File: config.mk
export PLATFORM = sky130hd
export DESIGN_NAME = burst_addr_seq
export DESIGN_NICKNAME = d
export VERILOG_FILES = /design/src/rtl/burst_seq_pkg.sv /design/src/rtl/beat_ctr.sv /design/src/rtl/addr_capture.sv /design/src/rtl/order_map.sv /design/src/rtl/burst_addr_seq.sv
export SDC_FILE = /design/constraint.sdc
export NUM_CORES = 1
export LEC_CHECK = 0
export ABC_CLOCK_PERIOD_IN_PS = 2490
export BUFFER_PORTS_ARGS = -buffer_cell sky130_fd_sc_hd__buf_4
export CAP_MARGIN = 20
export CORE_AREA = 2 2 46 69
export DETAILED_ROUTE_END_ITERATION = 8
export DIE_AREA = 0 0 48 71
export HOLD_SLACK_MARGIN = 0.12
export PLACE_DENSITY_LB_ADDON = 0.08
export SKIP_LAST_GASP = 1
export SYNTH_ARGS = -nofsm -noshare
export SYNTH_HDL_FRONTEND = slang
export SYNTH_SLANG_ARGS = --single-unit
File: constraint.sdc
create_clock -name clk -period 2.49 [get_ports clk]
set_clock_uncertainty 0.05 [all_clocks]
set_input_delay 0.1245 -clock clk [delete_from_list [all_inputs] [get_ports clk]]
set_output_delay 0.1245 -clock clk [all_outputs]
set_load 0.1 [all_outputs]
File: src/rtl/burst_seq_pkg.sv
// Shared types for the burst address sequencer.
// Assumes: the order code is one bit; 0 is linear and 1 is interleaved.
package burst_seq_pkg;
    typedef enum logic {
        ORD_LINEAR = 1'b0,
        ORD_XOR    = 1'b1
    } order_e;
endpackage

File: src/rtl/beat_ctr.sv
// Beat counter. It clears when a burst loads and counts up by one on each step.
// Assumes: clear has priority over step, and the count wraps freely.
module beat_ctr #(
    parameter int CNT_W = 2
) (
    input  logic             clk,
    input  logic             rst_n,
    input  logic             clear,
    input  logic             step,
    output logic [CNT_W-1:0] cnt
);
    // Count beats since the last load.
    always_ff @(posedge clk) begin
        if (!rst_n)
            cnt <= '0;
        else if (clear)
            cnt <= '0;
        else if (step)
            cnt <= cnt + 1'b1;
    end
endmodule

File: src/rtl/addr_capture.sv
// Load register. It stores the start low bits, the upper address bits and the
// order at the start of a burst.
// Assumes: all three hold their values between loads.
module addr_capture
    import burst_seq_pkg::*;
#(
    parameter int ADDR_W = 17,
    parameter int BEAT_W = 2,
    localparam int UP_W  = ADDR_W - BEAT_W
) (
    input  logic              clk,
    input  logic              rst_n,
    input  logic              load,
    input  logic [ADDR_W-1:0] addr_i,
    input  logic              mode_i,
    output logic [BEAT_W-1:0] start_q,
    output logic [UP_W-1:0]   upper_q,
    output order_e            order_q
);
    // Capture the address and the order on load; reset to zero and interleaved.
    always_ff @(posedge clk) begin
        if (!rst_n) begin
            start_q <= '0;
            upper_q <= '0;
            order_q <= ORD_XOR;
        end else if (load) begin
            start_q <= addr_i[BEAT_W-1:0];
            upper_q <= addr_i[ADDR_W-1:BEAT_W];
            order_q <= mode_i ? ORD_XOR : ORD_LINEAR;
        end
    end
endmodule

File: src/rtl/order_map.sv
// Order map. It combines the start value with the beat count into the low
// address bits, by addition (linear) or by XOR (interleaved).
// Assumes: purely combinational, and the result is taken modulo 2**BEAT_W.
module order_map
    import burst_seq_pkg::*;
#(
    parameter int BEAT_W = 2
) (
    input  logic [BEAT_W-1:0] start,
    input  logic [BEAT_W-1:0] cnt,
    input  order_e            order,
    output logic [BEAT_W-1:0] beat
);
    logic [BEAT_W-1:0] lin_beat;
    logic [BEAT_W-1:0] xor_beat;

    // Interleaved bits, one per position.
    for (genvar b = 0; b < BEAT_W; b++) begin : g_xor
        assign xor_beat[b] = start[b] ^ cnt[b];
    end

    // Linear wrap-around sum.
    assign lin_beat = start + cnt;

    // Pick the order chosen at load.
    always_comb begin
        case (order)
            ORD_LINEAR: beat = lin_beat;
            default:    beat = xor_beat;
        endcase
    end
endmodule

File: src/rtl/burst_addr_seq.sv
// Burst address sequencer top. It loads on either strobe and steps the low
// bits on advance, in the order chosen at load; the upper bits are held.
// Assumes: strobes active high, advance active low, synchronous active-low reset.
module burst_addr_seq
    import burst_seq_pkg::*;
#(
    parameter int ADDR_W = 17,
    parameter int BEAT_W = 2,
    localparam int UP_W  = ADDR_W - BEAT_W
) (
    input  logic              clk,
    input  logic              rst_n,
    input  logic              start_p,
    input  logic              start_c,
    input  logic              adv_n,
    input  logic              mode_i,
    input  logic [ADDR_W-1:0] addr_i,
    output logic [ADDR_W-1:0] addr_o
);
    logic              load;
    logic              step;
    logic [BEAT_W-1:0] start_q;
    logic [UP_W-1:0]   upper_q;
    order_e            order_q;
    logic [BEAT_W-1:0] cnt;
    logic [BEAT_W-1:0] beat;

    // Load on either strobe; step only when no load is present.
    assign load = start_p | start_c;
    assign step = ~load & ~adv_n;

    addr_capture #(.ADDR_W(ADDR_W), .BEAT_W(BEAT_W)) u_cap (
        .clk(clk), .rst_n(rst_n), .load(load), .addr_i(addr_i),
        .mode_i(mode_i), .start_q(start_q), .upper_q(upper_q), .order_q(order_q)
    );

    beat_ctr #(.CNT_W(BEAT_W)) u_ctr (
        .clk(clk), .rst_n(rst_n), .clear(load), .step(step), .cnt(cnt)
    );

    order_map #(.BEAT_W(BEAT_W)) u_map (
        .start(start_q), .cnt(cnt), .order(order_q), .beat(beat)
    );

    // Join the held upper bits and the current beat.
    assign addr_o = {upper_q, beat};
endmodule

; ---- After elaboration in Yosys (flattened, before gate mapping)
; Index checks and enable logic that the tools add are counted.
[word_totals]
elab_cells = 16
ff_bits = 20
out_inout_bits = 17
[classes]
bitwise_logic = 7
reduce_logical = 1
n_mux = 2
addsub = 2
[ops]
columns = op, count
row1 = 1-bit inverter, 3
row2 = "2-bit by 1-bit adder with 2-bit output, second input constant", 1
row3 = 2-bit adder, 1
row4 = 2-bit two-way mux, 1
row5 = 2-bit OR reduction, 1
row6 = 1-bit XOR, 2
row7 = 1-bit bitwise AND, 1
row8 = 1-bit two-way mux, 1
row9 = 1-bit OR, 1

; ---- Depth between registers and ports, before layout
[logic_depth]
word_depth = 3
mapped_depth = 5
ltp_nobuf = 3

; ---- Hierarchy
; Synthesis repeated with hierarchy kept, for this count alone.
[hier_totals]
cells_unflattened = 71
area_unflattened_um2 = 818.3
[by_module_without_submodules]
columns = mod, area_per_inst_um2, instances, cells_per_inst
row1 = addr_capture, 685.7, 1, 57
row2 = beat_ctr, 85.1, 1, 8
row3 = order_map, 36.3, 1, 4
row4 = burst_addr_seq, 11.3, 1, 2

; ---- Worst setup path before layout
; Ideal clock, no wire load.
[synth_timing]
path_type = reg2out
from = register u_cap.start_q[0]
to = output addr_o[1]
path_slack_ns = 0.160
path_buffers = 0
path_stages_with_launch = 4
required_time_ns = 2.316
arrival_time_ns = 2.156
path_cell_list = dfxtp_1 > ha_1 > nor2b_1 > xnor2_1
[synth_via]
elab_chain_len = 2
[synth_rtl]
columns = element, line_no
row1 = start: declaration, addr_capture.sv:16  ; output logic [BEAT_W-1:0] start_q,
row2 = start signal: assignment, addr_capture.sv:27  ; start_q <= addr_i[BEAT_W-1:0];
row3 = 2-bit adder, order_map.sv:23  ; assign lin_beat = start + cnt;
row4 = 2-bit two-way mux, order_map.sv:27  ; case (order)
row5 = end: declaration, burst_addr_seq.sv:18  ; output logic [ADDR_W-1:0] addr_o
; No other way between the ends.

; ---- Worst setup path after layout
[layout_timing]
from = register u_ctr.cnt[0]
to = output addr_o[1]
[layout_via]
elab_chain_len = 2
[layout_rtl]
columns = element, line_no
row1 = start: declaration, beat_ctr.sv:10  ; output logic [CNT_W-1:0] cnt
row2 = start signal: assignment, beat_ctr.sv:19  ; cnt <= cnt + 1'b1;
row3 = 2-bit adder, order_map.sv:23
row4 = 2-bit two-way mux, order_map.sv:27
; No other way between the ends.

==> summary.txt <==
Critical path
  • FF-to-FF setup slack: 1340 ps
  • Crit-path max FO: 3
  • Critical Path RT: 2320 ps
  • Critical Path Source Type: flop
  • Critical path start-end classification: flop to output pin
  • Setup crit end kind: output pin
  • WP data arrival: 1320 ps

Power
  • Leak pwr: 0.000615 uW
  • Worst IR Drop VDD: 0.000290 V
  • Net switching power: 283 uW
  • Pwr Total: 916 uW
  • Switch share: 30.9%
  • Clock power frac: 35.0%
  • Pint: 633 uW
  • Reg power frac: 38.0%
  • PwrDens: 673 nW/um^2
  • Logic pwr share: 27.0%

Job
  • Max Cap Viol: 0

Floorplanning
  • Num ports: 40
  • Initial Util: 28.0%
  • # rows: 24
  • Die Area: 3410 sq um
  • Die height: approximately 70 um
  • Die X: 48 um
  • Placeable core region: 2850 sq um

Clocking
  • Clk buf depth: 2
  • Clk Tree Root Cell: clkbuf_8
  • Cts repair resizes: 0
  • Num CTS Buffers: 3
  • Reg clk slew, reported paths: 80 ps
  • CTS tree: done
  • Skew-Pair Late Insertion Delay: 260 ps
  • H-tree depth: 1
  • CTS Sinks: 20

STA
  • Slew Viols, Final: 0
  • Final worst path period share: 60.1%
  • Hold_ws: 127 ps
  • RSZ-0062 raised after global routing: no
  • Final setup violation count: 0
  • Final worst setup slack: 993 ps
  • Slew headroom: 58.2%
  • Clock period minus worst slack: 1500 ps
  • Post-route setup TNS: 0 ps
  • Highest clock rate: between 600 and 700 MHz
  • Worst Tran Pin Value: 627 ps
  • Hold Vio Cnt, Final: 0

Synthesis
  • Mapped Nets: 115
  • Yosys warns: 0
  • Sequential area share after synthesis: 50.2%
  • #FFs+latches synth: 20
  • Synth cell types: 18
  • Syn_area_per_cell: ~8.8 sq um
  • Post-Synthesis Cells: 91
  • Netlist Area Pre-Place: roughly 800 sq um

Final layout
  • Final core utilization: between 40% and 50%
  • Fill cell count: 278
  • Number of diodes: 0
  • P&R area growth vs syn: 70.5%
  • Layout cells sized above 1: a little under a third
  • Final nets: 173

Global routing
  • Vias in the first global route: 765
  • Initial antenna violation count: 0
  • Pin count of the biggest net entering global routing: 20
  • First-pass GRT wire length: 3140 um
  • Gr usage total: 12.5%
  • Congestion Overflow GR: 0

Route
  • Vias: 766
  • First-pass DRT Iterations: 4
  • Vias/cell: 4.10
  • Mean routed wirelength per cell: 10.0 um
  • DRT antenna net count: 0
  • DRC violations left: 0
  • WL final: ~1900 um
  • DRT iter0 DRCs: 14

Place
  • Gpl congestion: 0.601
  • Hpwl dp: 1270 um
  • Port Buffers: 39
  • Place WS: 1270 ps

Outcome
  • Status: completed

Hold path
  • Worst hold path class: primary input to flop
path summary, 6_finish.rpt:
check / from / to / depth (start not counted)
worst max-delay path: u_ctr.cnt[0] / addr_o[1] / 4
worst min register to register: u_cap.upper_q[12] / u_cap.upper_q[12] / 2
worst min-delay path: adv_n / u_ctr.cnt[0] / 3
worst max register to register: u_cap.order_q / u_cap.order_q / 3
timing repair:
| action | 4_1_cts | 5_1_grt |
|---|---|---|
| endpoints found under the setup margin | 0 | 0 |
| hold buffers | 19 | 0 |
| hold endpoints to repair | 18 | 0 |
| setup buffers | 0 | 0 |
placed cells by master, fill, tap and decap left out:
cell type / instances
ha_1: 1
nor2_1: 1
nand2_1: 36
xnor2_1: 3
dlygate4sd3_1: 19
bufinv_16: 1
dfxtp_1: 20
nor2b_1: 3
clkbuf_8: 3
a21boi_0: 8
nand3_1: 1
nor3_1: 1
buf_4: 39
nor2_4: 1
a21boi_1: 9
or2_1: 1
nand2_2: 1
synth_stat cells:
| cell | number | area share [%] |
|---|---|---|
| buf_8 | 1 | 1.9 |
| dfxtp_1 | 20 | 50 |
| nand2_1 | 36 | 17 |
| nand3_1 | 1 | 0.63 |
| nor2_1 | 1 | 0.47 |
| nor2_4 | 1 | 1.4 |
| nand2_2 | 1 | 0.78 |
| buf_6 | 1 | 1.4 |
| nor3_1 | 1 | 0.63 |
| or2_1 | 1 | 0.78 |
| a21boi_1 | 9 | 8.5 |
| xnor2_1 | 3 | 3.3 |
| nor2b_1 | 3 | 2.4 |
| buf_2 | 1 | 0.63 |
| clkbuf_1 | 1 | 0.47 |
| clkbuf_2 | 1 | 0.63 |
| ha_1 | 1 | 1.6 |
| a21boi_0 | 8 | 7.5 |
cell families after synthesis:
logic type | count (synthesis) | share of synthesized area [%]
AND/OR/NAND/NOR | 45 | 24.0
flip-flops | 20 | 50.2
AO/OA/AOI/OAI | 17 | 16.0
buffers and inverters | 5 | 5.01
XOR/XNOR | 3 | 3.29
adder cells (fa/ha/maj) | 1 | 1.57
through the flow:
step                instances  instance area [sq um]
finish                    187                   1360
global route              187                   1360
CTS                       187                   1360
detailed placement        164                   1100
global placement          164                   1100
floorplan                  91                    798
layout make-up:
type / instances / area, sq um / area share, %
Timing Repair Buffer: 58 / 483 / 35.5
Sequential cell: 20 / 400 / 29.4
Multi-Input combinational cell: 66 / 358 / 26.3
Tap cell: 39 / 48.8 / 3.58
Clock buffer: 3 / 41.3 / 3.03
Clock inverter: 1 / 30.0 / 2.21
registers in the layout, summed over array words and instances, names as in the netlist:
name and cells:
u_cap.start_q 2, u_cap.upper_q 15, u_ctr.cnt 2, u_cap.order_q 1
per-layer routing:
metal / up-vias / routed length, um / track usage, % / part of all wire (%)
met2: 29 / 979 / 21.5 / 52
met5: - / 0 / 0 / 0
li1: 402 / - / - / -
met1: 333 / 789 / 14.0 / 42
met4: 0 / 21 / 6.31 / 1.1
met3: 2 / 86 / 1.53 / 4.6
critical path, stage by stage, from the launching register on:
cell	delay, ps
dfxtp_1	350
ha_1	140
nor2b_1	150
xnor2_1	130
buf_4	310
power groups by stage:
stage	Clock (uW)	Combinational (uW)	Sequential, uW
finish	321	248	348
global route	348	262	350
CTS	334	250	348
detailed placement	0	226	356
global placement	0	224	355
floorplan	0	60.9	462
No activity file was read; power rests on OpenSTA's default activity.
